==> config.mk <==
export PLATFORM = sky130hd
export DESIGN_NAME = chan_ctrl_bank
export DESIGN_NICKNAME = d
export VERILOG_FILES = /design/src/rtl/chan_ctrl_bank_pkg.sv /design/src/rtl/chan_shadow.sv /design/src/rtl/chan_rd_mux.sv /design/src/rtl/chan_ctrl_bank.sv
export SDC_FILE = /design/constraint.sdc
export NUM_CORES = 1
export LEC_CHECK = 0
export ABC_AREA = 1
export CAP_MARGIN = 15
export CORE_ASPECT_RATIO = 1.4
export CORE_UTILIZATION = 40
export CTS_BUF_LIST = sky130_fd_sc_hd__clkbuf_8
export DETAILED_ROUTE_END_ITERATION = 10
export PLACE_DENSITY = 0.63
export SLEW_MARGIN = 20
export SYNTH_ARGS = -nofsm -noshare
export SYNTH_HDL_FRONTEND = slang
export SYNTH_SLANG_ARGS = --single-unit
==> constraint.sdc <==
create_clock -name clk_i -period 2.31 [get_ports clk_i]
set_input_delay 0.462 -clock clk_i [delete_from_list [all_inputs] [get_ports clk_i]]
set_output_delay 0.462 -clock clk_i [all_outputs]
set_load 0.01 [all_outputs]
==> src/rtl/chan_ctrl_bank_pkg.sv <==
package chan_ctrl_bank_pkg;
  localparam int AW = 8;
  localparam int DW = 8;

  localparam logic [AW-1:0] A_PORT  = 8'h00;
  localparam logic [AW-1:0] A_ID    = 8'h01;
  localparam logic [AW-1:0] A_GRADE = 8'h02;
  localparam logic [AW-1:0] A_INDEX = 8'h05;
  localparam logic [AW-1:0] A_MODE  = 8'h08;
  localparam logic [AW-1:0] A_CLK   = 8'h09;
  localparam logic [AW-1:0] A_TEST  = 8'h0D;
  localparam logic [AW-1:0] A_XFER  = 8'hFF;

  typedef struct packed {
    logic [2:0] pwr;
    logic       dcs;
    logic [7:0] test;
  } cfg_t;

  localparam cfg_t CFG_DEFAULT = '{pwr: 3'b000, dcs: 1'b1, test: 8'h00};

  function automatic logic is_chan_addr(logic [AW-1:0] a);
    return (a == A_MODE) || (a == A_CLK) || (a == A_TEST);
  endfunction
endpackage

==> src/rtl/chan_shadow.sv <==
module chan_shadow
  import chan_ctrl_bank_pkg::*;
(
  input  logic          clk_i,
  input  logic          rst_ni,
  input  logic          srst_i,
  input  logic          wr_i,
  input  logic [AW-1:0] addr_i,
  input  logic [DW-1:0] wdata_i,
  input  logic          xfer_i,
  output cfg_t          master_o,
  output cfg_t          slave_o
);
  cfg_t m_q, s_q;

  always_ff @(posedge clk_i or negedge rst_ni) begin
    if (!rst_ni) begin
      m_q <= CFG_DEFAULT;
      s_q <= CFG_DEFAULT;
    end else if (srst_i) begin
      m_q <= CFG_DEFAULT;
      s_q <= CFG_DEFAULT;
    end else begin
      if (wr_i) begin
        unique case (addr_i)
          A_MODE:  m_q.pwr  <= wdata_i[2:0];
          A_CLK:   m_q.dcs  <= wdata_i[0];
          A_TEST:  m_q.test <= wdata_i;
          default: ;
        endcase
      end
      if (xfer_i) s_q <= m_q;
    end
  end

  assign master_o = m_q;
  assign slave_o  = s_q;
endmodule

==> src/rtl/chan_rd_mux.sv <==
module chan_rd_mux
  import chan_ctrl_bank_pkg::*;
#(
  parameter int         NCH   = 4,
  parameter logic [7:0] ID    = 8'h02,
  parameter logic [2:0] GRADE = 3'b000
) (
  input  logic [AW-1:0]  addr_i,
  input  logic           lsb_i,
  input  logic [5:0]     idx_i,
  input  cfg_t [NCH-1:0] master_i,
  output logic [DW-1:0]  data_o
);
  cfg_t sel;
  logic hit;

  // lowest enabled channel wins: scan downward, last match sticks
  always_comb begin
    sel = '0;
    hit = 1'b0;
    for (int i = NCH - 1; i >= 0; i--) begin
      if (idx_i[i]) begin
        sel = master_i[i];
        hit = 1'b1;
      end
    end
  end

  always_comb begin
    unique case (addr_i)
      A_PORT:  data_o = {1'b0, lsb_i, 1'b0, 1'b1, 1'b1, 1'b0, lsb_i, 1'b0};
      A_ID:    data_o = ID;
      A_GRADE: data_o = {1'b0, GRADE, 4'b0000};
      A_INDEX: data_o = {2'b00, idx_i};
      A_MODE:  data_o = hit ? {5'b0, sel.pwr} : '0;
      A_CLK:   data_o = hit ? {7'b0, sel.dcs} : '0;
      A_TEST:  data_o = hit ? sel.test : '0;
      default: data_o = '0;
    endcase
  end
endmodule

==> src/rtl/chan_ctrl_bank.sv <==
module chan_ctrl_bank
  import chan_ctrl_bank_pkg::*;
#(
  parameter int         NCH   = 4,
  parameter logic [7:0] ID    = 8'h02,
  parameter logic [2:0] GRADE = 3'b000
) (
  input  logic             clk_i,
  input  logic             rst_ni,
  input  logic [7:0]       addr_i,
  input  logic [7:0]       wdata_i,
  input  logic             wr_i,
  input  logic             rd_i,
  output logic [7:0]       rdata_o,
  output logic             lsb_first_o,
  output logic [3*NCH-1:0] pwr_mode_o,
  output logic [NCH-1:0]   dcs_en_o,
  output logic [4*NCH-1:0] test_mode_o,
  output logic [NCH-1:0]   pn_short_rst_o,
  output logic [NCH-1:0]   pn_long_rst_o,
  output logic [2*NCH-1:0] user_test_o
);
  localparam logic [5:0] IDX_DEFAULT = 6'((1 << NCH) - 1);

  logic           lsb_q;
  logic [5:0]     idx_q;
  logic           srst;
  logic           xfer;
  logic           chan_wr;
  logic [DW-1:0]  rd_val;
  cfg_t [NCH-1:0] masters, slaves;
  logic [NCH-1:0] master_dcs;

  assign srst    = wr_i && (addr_i == A_PORT) && (wdata_i[5] || wdata_i[2]);
  assign xfer    = wr_i && (addr_i == A_XFER) && wdata_i[0];
  assign chan_wr = wr_i && is_chan_addr(addr_i);

  always_ff @(posedge clk_i or negedge rst_ni) begin
    if (!rst_ni) begin
      lsb_q <= 1'b0;
      idx_q <= IDX_DEFAULT;
    end else if (srst) begin
      lsb_q <= 1'b0;
      idx_q <= IDX_DEFAULT;
    end else if (wr_i) begin
      if (addr_i == A_PORT)  lsb_q <= wdata_i[6] | wdata_i[1];
      if (addr_i == A_INDEX) idx_q <= wdata_i[5:0];
    end
  end

  for (genvar g = 0; g < NCH; g++) begin : g_ch
    chan_shadow u_sh (
      .clk_i   (clk_i),
      .rst_ni  (rst_ni),
      .srst_i  (srst),
      .wr_i    (chan_wr && idx_q[g]),
      .addr_i  (addr_i),
      .wdata_i (wdata_i),
      .xfer_i  (xfer),
      .master_o(masters[g]),
      .slave_o (slaves[g])
    );
    assign pwr_mode_o[3*g +: 3]  = slaves[g].pwr;
    assign dcs_en_o[g]           = slaves[g].dcs;
    assign test_mode_o[4*g +: 4] = slaves[g].test[3:0];
    assign pn_short_rst_o[g]     = slaves[g].test[4];
    assign pn_long_rst_o[g]      = slaves[g].test[5];
    assign user_test_o[2*g +: 2] = slaves[g].test[7:6];
    assign master_dcs[g]         = masters[g].dcs;
  end

  chan_rd_mux #(.NCH(NCH), .ID(ID), .GRADE(GRADE)) u_rd (
    .addr_i  (addr_i),
    .lsb_i   (lsb_q),
    .idx_i   (idx_q),
    .master_i(masters),
    .data_o  (rd_val)
  );

  always_ff @(posedge clk_i or negedge rst_ni) begin
    if (!rst_ni)   rdata_o <= '0;
    else if (rd_i) rdata_o <= rd_val;
  end

  assign lsb_first_o = lsb_q;
endmodule

; Word level (Yosys, flattened, before mapping)
; Index checks and enable logic that the tools add are counted.
[classes]
n_eq_ne = 6
muxes = 37
bitwise_logic = 1
reduce_logical = 38
[op_table]
columns = operator, n
row1 = two-way mux 12 bit, 20
row2 = one-hot mux 8 bit (6 select lines), 1
row3 = AND reduction 2 bit, 14
row4 = == test 8 x 4 -> 1 bit (second input constant), 3
row5 = nonzero test 2 bit, 11
row6 = two-way mux 6 bit, 3
row7 = two-way mux 8 bit, 2
row8 = logical AND 1 bit, 9
row9 = two-way mux 1 bit, 9
row10 = == test 8 x 1 -> 1 bit (second input constant), 1
row11 = == test 8 x 3 -> 1 bit (second input constant), 1
row12 = == test 8 bit (second input constant), 1
row13 = zero test 8 bit, 1
row14 = two-way mux 3 bit, 2
row15 = logical OR 1 bit, 3
row16 = OR 1 bit, 1
[totals]
reg_bits = 111
input_bits = 20
output_inout_bits = 57

; Longest topological paths before layout
; Gate-level depths: netlist of the first run.
[depth]
word_depth = 7
ltp_mapped = 10
mapped_depth_nobuf = 9

; By module
; From an unflattened synthesis of the first run, not the netlist that was laid out.
[unflattened]
cells_unflattened = 780
area_unflattened_um2 = 6133.4
[modules_own_cells]
columns = module, instances, cells_per_inst, area_per_inst_um2, seq_area_each_um2
row1 = chan_shadow, 4, 132, 1151.1, 603.1
row2 = chan_ctrl_bank, 1, 88, 768.2, 380.4
row3 = chan_rd_mux, 1, 164, 760.7, 0.0

; Least setup slack after synthesis of the first run
; Ideal clock, no wire load.
[synth_path]
path_type = input -> register
from = input port addr_i[1]
to = register g_ch[1].u_sh.s_q, in the netlist g_ch[1].u_sh.slave_o[0]
setup_time_ns = 0.113
arrival_time_ns = 1.581
path_slack_ns = 0.616
cell_stages = 9
n_path_buf = 3
cell_sequence = nor2_1 > nand2_1 > nor2_4 > nand3_4 > buf_6 > buf_6 > buf_6 > nand2_1 > inv_1
[synth_via]
elab_chain_len = 4
[synth_rtl]
columns = item, line_no
row1 = from (decl), chan_ctrl_bank.sv:10  ; input logic [7:0] addr_i,
row2 = == test 8 bit / zero test 8 bit (equally long branches), "chan_ctrl_bank.sv:35, chan_ctrl_bank.sv:34"
row3 = "logical AND 1 bit, on equally long branches (2 in series)", "chan_ctrl_bank.sv:35, chan_ctrl_bank.sv:34"
row4 = nonzero test 2 bit (no line) / two-way mux 12 bit (equally long branches), n/a
row5 = to (signal assigned), chan_shadow.sv:32  ; if (xfer_i) s_q <= m_q;
row6 = to (decl), chan_shadow.sv:14  ; cfg_t m_q, s_q;
; Parallel ways exist; a longest one is shown, timed or not.
; A chain may end at the register's enable or synchronous reset.

; Final worst setup path of the first run
[layout_path]
from = register g_ch[0].u_sh.s_q, in the netlist g_ch[0].u_sh.slave_o[8]
to = output port dcs_en_o[0]
[layout_lines]
columns = item, line_no
row1 = from (decl), chan_shadow.sv:14
row2 = from (signal assigned), chan_shadow.sv:32
row3 = to (decl), chan_ctrl_bank.sv:17  ; output logic [NCH-1:0] dcs_en_o,
; No word-level cell between the ends.

==> results.json, run 1 <==
{
  "hold_ws_ps": 470,
  "routedWlPerCell_um": 15.1,
  "ys_warn_count": 0,
  "skew_ps": 13.9,
  "grt_start_max_net_pins": 38,
  "grt_pass1_vias": 4730,
  "fin_area_um2": 6790,
  "synthAdderAreaFrac": 0,
  "drc": 0,
  "synth_area_um2": 5480,
  "yosysUniqueCellTypes": 32,
  "die_h_um": 141,
  "numCtsBuffers": 9,
  "synth_simple_gate_area_share": 0.250,
  "cts_resized": 0,
  "gp_congestion": 0.906,
  "power_density_nw_per_um2": 550,
  "path_max_fanout": 2,
  "synthToLayoutAreaGrowth_pct": 23.8,
  "critPathRequiredTime_ps": 1850,
  "final_core_util": 0.507,
  "core_area_um2": 13400,
  "post-cts-setup-buffers": 0,
  "critPathArrivalTime_ps": 1460,
  "p_leak_nw": 3.64,
  "synth_top_family_by_area": "simple AND/OR/NAND/NOR gates",
  "synth-xor-area-share": 0,
  "drtPass1Iterations": 5,
  "finalCritPeriodShare": 0.830,
  "slowest_delay_ps": 550,
  "ctsHoldBuffers": 1,
  "finalSetupViolations": 0,
  "cts_tree": "built",
  "dieArea_um2": 14200,
  "status": "finished, final reports clean",
  "drv_cap": 0,
  "routed_wl_um": 14700,
  "clock_path_buffers": 2,
  "gr-total-overflow": 0,
  "track_usage": 0.223,
  "critPathBufInv": 1,
  "drv_slew": 0,
  "layout.nets": 805,
  "post-dp-hpwl_um": 11000,
  "ys_seq_area_frac": 0.509,
  "clock_sinks": 111,
  "drt_iter0_markers": 320,
  "std_cell_rows": 50,
  "fillers": 1336,
  "cts-root-buf": "clkbuf_8",
  "synth.mux.area_fraction": 0,
  "path_cells": "clkdlybuf4s50_1",
  "max_freq_mhz": 521,
  "synth_nets": 714,
  "clk_latency_ps": 380,
  "critical_path_class": "flop to output pin",
  "syn_avg_cell_area_um2": 7.90,
  "port_buffers": 76,
  "synth-compound-area-share": 0.126,
  "grt_pass1_wl_um": 24500,
  "worst_pin_slew_ps": 532,
  "min_path_type": "flop to flop",
  "rsz0062_at_grt": "false",
  "fin_crit_ps": 1920,
  "finalHoldViolCount": 0,
  "dpl_cell_area_um2": 6600,
  "htreeDepth": 3,
  "startpoint_type": "flop",
  "syn_inst": 694,
  "clk_pin_slew_ps": 100,
  "final_layout_size_suffix_gt1_frac": 0.111,
  "ant_nets": 0,
  "cp_top_family": "flip-flops",
  "via_per_inst": 4.88,
  "slowest_stage": "dfstp_2",
  "fp.dieW_um": 101,
  "ys_seq_elements": 111,
  "antenna-diode-count": 0,
  "cp-end-kind": "output pin",
  "relSlewSlack": 0.644,
  "ioPinCount": 77,
  "peakVddDrop_mv": 0.442,
  "antenna_found_initial": 0,
  "initial_core_util": 0.410,
  "route.vias.total": 4743,
  "fin_setup_tns_ps": 0
}
[per-layer routing]
| metal | GRT usage | part of all wire |
|---|---|---|
| met5 | 0 | 0 |
| met4 | 0.0778 | 0.027 |
| met3 | 0.0344 | 0.041 |
| met2 | 0.364 | 0.48 |
| met1 | 0.299 | 0.46 |
[cell usage in the layout (no fill, tap or decap), types with 3 or more instances in the layout]
cell type,count
inv_1,113
inv_2,4
nor2_1,43
o21ai_0,45
buf_4,27
o21ai_1,17
nand4_1,8
o31ai_4,4
nand3_1,42
nand2_1,208
clkbuf_8,11
clkdlybuf4s50_1,75
a21oi_1,42
dfstp_2,12
nand2_2,6
nor2_4,3
dfrtp_1,99
nor3_1,3
buf_12,6
[report_power, final]
group | switching (mW) | internal, mW | leakage [nW]
clock | 0.680 | 0.452 | 0.101
sequential | 0.0584 | 2.06 | 1.36
combinational | 0.292 | 0.192 | 2.17
total | 1.03 | 2.70 | 3.64
[Yosys cell counts]
master    count  share of area
nor3_4        1         0.0030
nand3_1      42          0.038
nor2_1       43          0.029
inv_4         1         0.0011
o31ai_4       4          0.016
nand4_1       8         0.0091
a31oi_1       1         0.0011
buf_1         2         0.0014
inv_2         4         0.0027
dfrtp_1      99           0.45
buf_6         8          0.016
clkbuf_1     11         0.0075
o22ai_1       2         0.0023
nor3_1        3         0.0027
o21ai_2       2         0.0032
nand2_2       6         0.0068
o21ai_1      17          0.016
inv_1       112          0.077
or2_2         1         0.0011
nor2_4        3         0.0062
buf_2         4         0.0037
o31ai_1       1         0.0014
o211ai_2      2         0.0046
o211ai_1      2         0.0027
buf_4         4         0.0055
nand2_4       2         0.0041
nand2_1     208           0.14
o21ai_0      45          0.041
a21oi_1      42          0.038
dfstp_2      12          0.057
nand3b_4      1         0.0037
nand3_4       1         0.0032
[final cells by class]
cell class              instances  area (um^2)  share of cell area
well taps                     182          228              0.0335
clock buffers                  11          151              0.0223
multi-input cells             437         2060               0.304
clock inverters                 5         31.3             0.00461
flip-flops and latches        111         2790               0.411
inverters                     117          442              0.0651
repair buffers                109         1080               0.160
[through the flow]
| stage | cells | power, mW | worst slack, ps |
|---|---|---|---|
| after global placement | 955 | 2.64 | 93.5 |
| after global routing | 972 | 3.90 | 304 |
| final | 972 | 3.73 | 392 |
| after CTS | 972 | 3.77 | 376 |
| after detailed placement | 955 | 2.64 | 57.7 |
| after floorplan | 694 | 2.37 | 616 |
[worst min-delay path, cell delays in order, from the launching register on]
cell	delay, ps
dfstp_2	380
nand2_1	50
nand2_1	40
[final timing paths]
path | start | to | slack, ps | cells after the start
max | g_ch[0].u_sh.slave_o[8] | dcs_en_o[0] | 390 | 1
min | g_ch[0].u_sh.master_o[8] | g_ch[0].u_sh.master_o[8] | 470 | 2
max reg2reg | idx_q[2] | rdata_o[2] | 550 | 9
min reg2reg | g_ch[0].u_sh.master_o[8] | g_ch[0].u_sh.master_o[8] | 470 | 2
max in group asynchronous | rst_ni | rdata_o[2] | 1110 | 3
min in group asynchronous | rst_ni | g_ch[3].u_sh.slave_o[2] | 540 | 2
[registers in the layout, indices dropped and copies added, names as in the netlist]
register and flops:
rdata_o 8, idx_q 6, lsb_first_o 1, g_ch.u_sh.master_o 48, g_ch.u_sh.slave_o 48
[kinds of logic (layout without fill, tap and decap cells)]
kind of cell,count (synthesis),after routing
and+or+nand+nor,319,319
buffers and inverters,146,242
AOI/OAI and AO/OA,118,118
DFF,111,111
Power figures use the tool's default switching activity.
==> run 2, diff against run 1 <==
- PLACE_DENSITY: 0.63 -> 0.65
- clock period: 2.31 -> 1.5 ns (I/O delays scaled with it)
==> run 2 against run 1 <==
First-iteration DRC count down 13%. Largest power group unchanged. Critical path depth increased by 8. Sequential power increased by 53%. The flow now finishes with violations (setup timing).
==> results.json, run 2 (synthesis gave the netlist of run 1 again) <==
{
  "status": "complete, but fails checks",
  "violations": "setup timing",
  "grt_start_max_net_pins": 69,
  "clock_path_buffers": 2,
  "die_h_um": 141,
  "startpoint_type": "flop",
  "clk_pin_slew_ps": 110,
  "dpl_cell_area_um2": 6870,
  "grt_pass1_vias": 4913,
  "cp_top_family": "flip-flops",
  "cts_tree": "built",
  "mostFrequentLayoutCell": "nand2_1",
  "most-common-layout-cells": "200 x nand2_1, 109 x inv_1, 99 x dfrtp_1",
  "critPathRequiredTime_ps": 1800,
  "power_density_nw_per_um2": 839,
  "antenna_found_initial": 0,
  "sw_frac_of_total": 0.282,
  "cts-root-buf": "clkbuf_8",
  "ioPinCount": 77,
  "clock_sinks": 111,
  "cpMostUsedCell": "nand2_1",
  "p_leak_nw": 4.11,
  "finalCritPeriodShare": 1.02,
  "critPathArrivalTime_ps": 1820,
  "finalHoldViolCount": 0,
  "relSlewSlack": 0.636,
  "fin_setup_tns_ps": -49.9,
  "peakVddDrop_mv": 0.421,
  "reg2reg_slack_ps": -30,
  "fin_crit_ps": 1530,
  "internal_power_mw": 4.32,
  "multi_input_area_um2": 2160,
  "ant_nets": 0,
  "route.vias.total": 4988,
  "fin_area_um2": 7170,
  "slowest_delay_ps": 560,
  "worst_pin_slew_ps": 544,
  "power.switching_mw": 1.70,
  "grt_pass1_wl_um": 25300,
  "post-dp-hpwl_um": 11500,
  "dieArea_um2": 14200,
  "std_cell_rows": 50,
  "fp.dieW_um": 101,
  "max_freq_mhz": 654,
  "hold_ws_ps": 428,
  "clk_latency_ps": 390,
  "path_max_fanout": 10,
  "slowest_stage": "dfstp_2",
  "routedWlPerCell_um": 15.5,
  "core_area_um2": 13400,
  "power_frac_seq": 0.541,
  "finalSetupViolations": 3,
  "drc": 0,
  "critical_path_class": "flop to flop",
  "instances_no_fill": 1010,
  "port_buffers": 76,
  "seq_area_um2": 2790,
  "critPathBufInv": 1,
  "track_usage": 0.234,
  "fillers": 1334,
  "p_comb_frac": 0.132,
  "synthToLayoutAreaGrowth_pct": 30.8,
  "clkPwrFrac": 0.327,
  "initial_core_util": 0.410,
  "antenna-diode-count": 0,
  "gp_congestion": 0.888,
  "routed_wl_um": 15700,
  "cp-end-kind": "flop",
  "htreeDepth": 3,
  "layout.nets": 843,
  "dp.cells": 989,
  "gr-total-overflow": 0,
  "min_path_type": "input pin to async pin",
  "skew_ps": 12.3,
  "rsz0062_at_grt": "true",
  "numCtsBuffers": 9,
  "drv_slew": 0,
  "dp_slack_ps": -591,
  "path_cells": "inv_1, o21ai_0, nor2_1, nand2_1, nand2_1, nand2_1, nand3_1, nand2_1, nand2_1",
  "layout_setup_ws_ps": -28.1,
  "drt_iter0_markers": 279,
  "via_per_inst": 4.94,
  "drv_cap": 0,
  "final_layout_size_suffix_gt1_frac": 0.185,
  "drtPass1Iterations": 5
}
run 2: cell types whose count changed in the layout (fill, tap and decap cells not counted), moves of 7 or more:
cell / delta
buf_4: +31
clkdlybuf4s50_1: -66
dlygate4sd2_1: +62
nand2_1: -8
nand2_2: +7
run 2: worst min-delay path: stages:
cell and delay (ps):
dlygate4sd3_1 530, buf_4 120, buf_12 280
run 2: power by group through the flow:
stage               clock, mW  combinational [mW]  sequential [mW]
floorplan                   0               0.344             3.32
global placement            0               0.787             3.31
detailed placement          0               0.798             3.31
CTS                      1.99               0.778             3.25
global route             2.09               0.878             3.27
finish                   1.97               0.795             3.25
run 2: through the flow:
| step | utilization | power (mW) |
|---|---|---|
| after CTS | 0.529 | 6.02 |
| final | 0.536 | 6.02 |
| after global placement | 0.513 | 4.09 |
| after floorplan | - | 3.66 |
| after detailed placement | 0.513 | 4.11 |
| after global routing | 0.536 | 6.24 |
run 2: path summary, 6_finish.rpt:
| kind | start | depth (start not counted) | to |
|---|---|---|---|
| max | idx_q[1] | 9 | rdata_o[2] |
| min | rst_ni | 3 | g_ch[0].u_sh.slave_o[5] |
| max reg2reg | idx_q[1] | 9 | rdata_o[2] |
| min reg2reg | g_ch[0].u_sh.master_o[8] | 2 | g_ch[0].u_sh.master_o[8] |
| max in group asynchronous | rst_ni | 3 | g_ch[1].u_sh.master_o[6] |
| min in group clk_i | g_ch[0].u_sh.master_o[8] | 2 | g_ch[0].u_sh.master_o[8] |
run 2: metal layers:
metal | vias to the layer above | share of wire | GRT usage | wire length, um
met5 | - | 0 | 0 | 0
met4 | 0 | 0.034 | 0.114 | 529
met3 | 28 | 0.037 | 0.0304 | 588
met2 | 128 | 0.49 | 0.385 | 7650
met1 | 2410 | 0.44 | 0.302 | 6910
li1 | 2422 | - | - | -
run 2: final cells by class:
type	count	area share
Sequential cell	111	0.389
Multi-Input combinational cell	437	0.301
Timing Repair Buffer	147	0.185
Inverter	117	0.0633
Tap cell	182	0.0318
Clock buffer	10	0.0192
Clock inverter	6	0.0108
run 2: timing repair:
item                                    4_1_cts  5_1_grt
hold buffers                                  1        0
endpoints found under the setup margin      160       41
pin swaps                                    10        5
setup buffers                                 2        2
endpoints found under the hold margin        56        0
resized for setup                            88       23
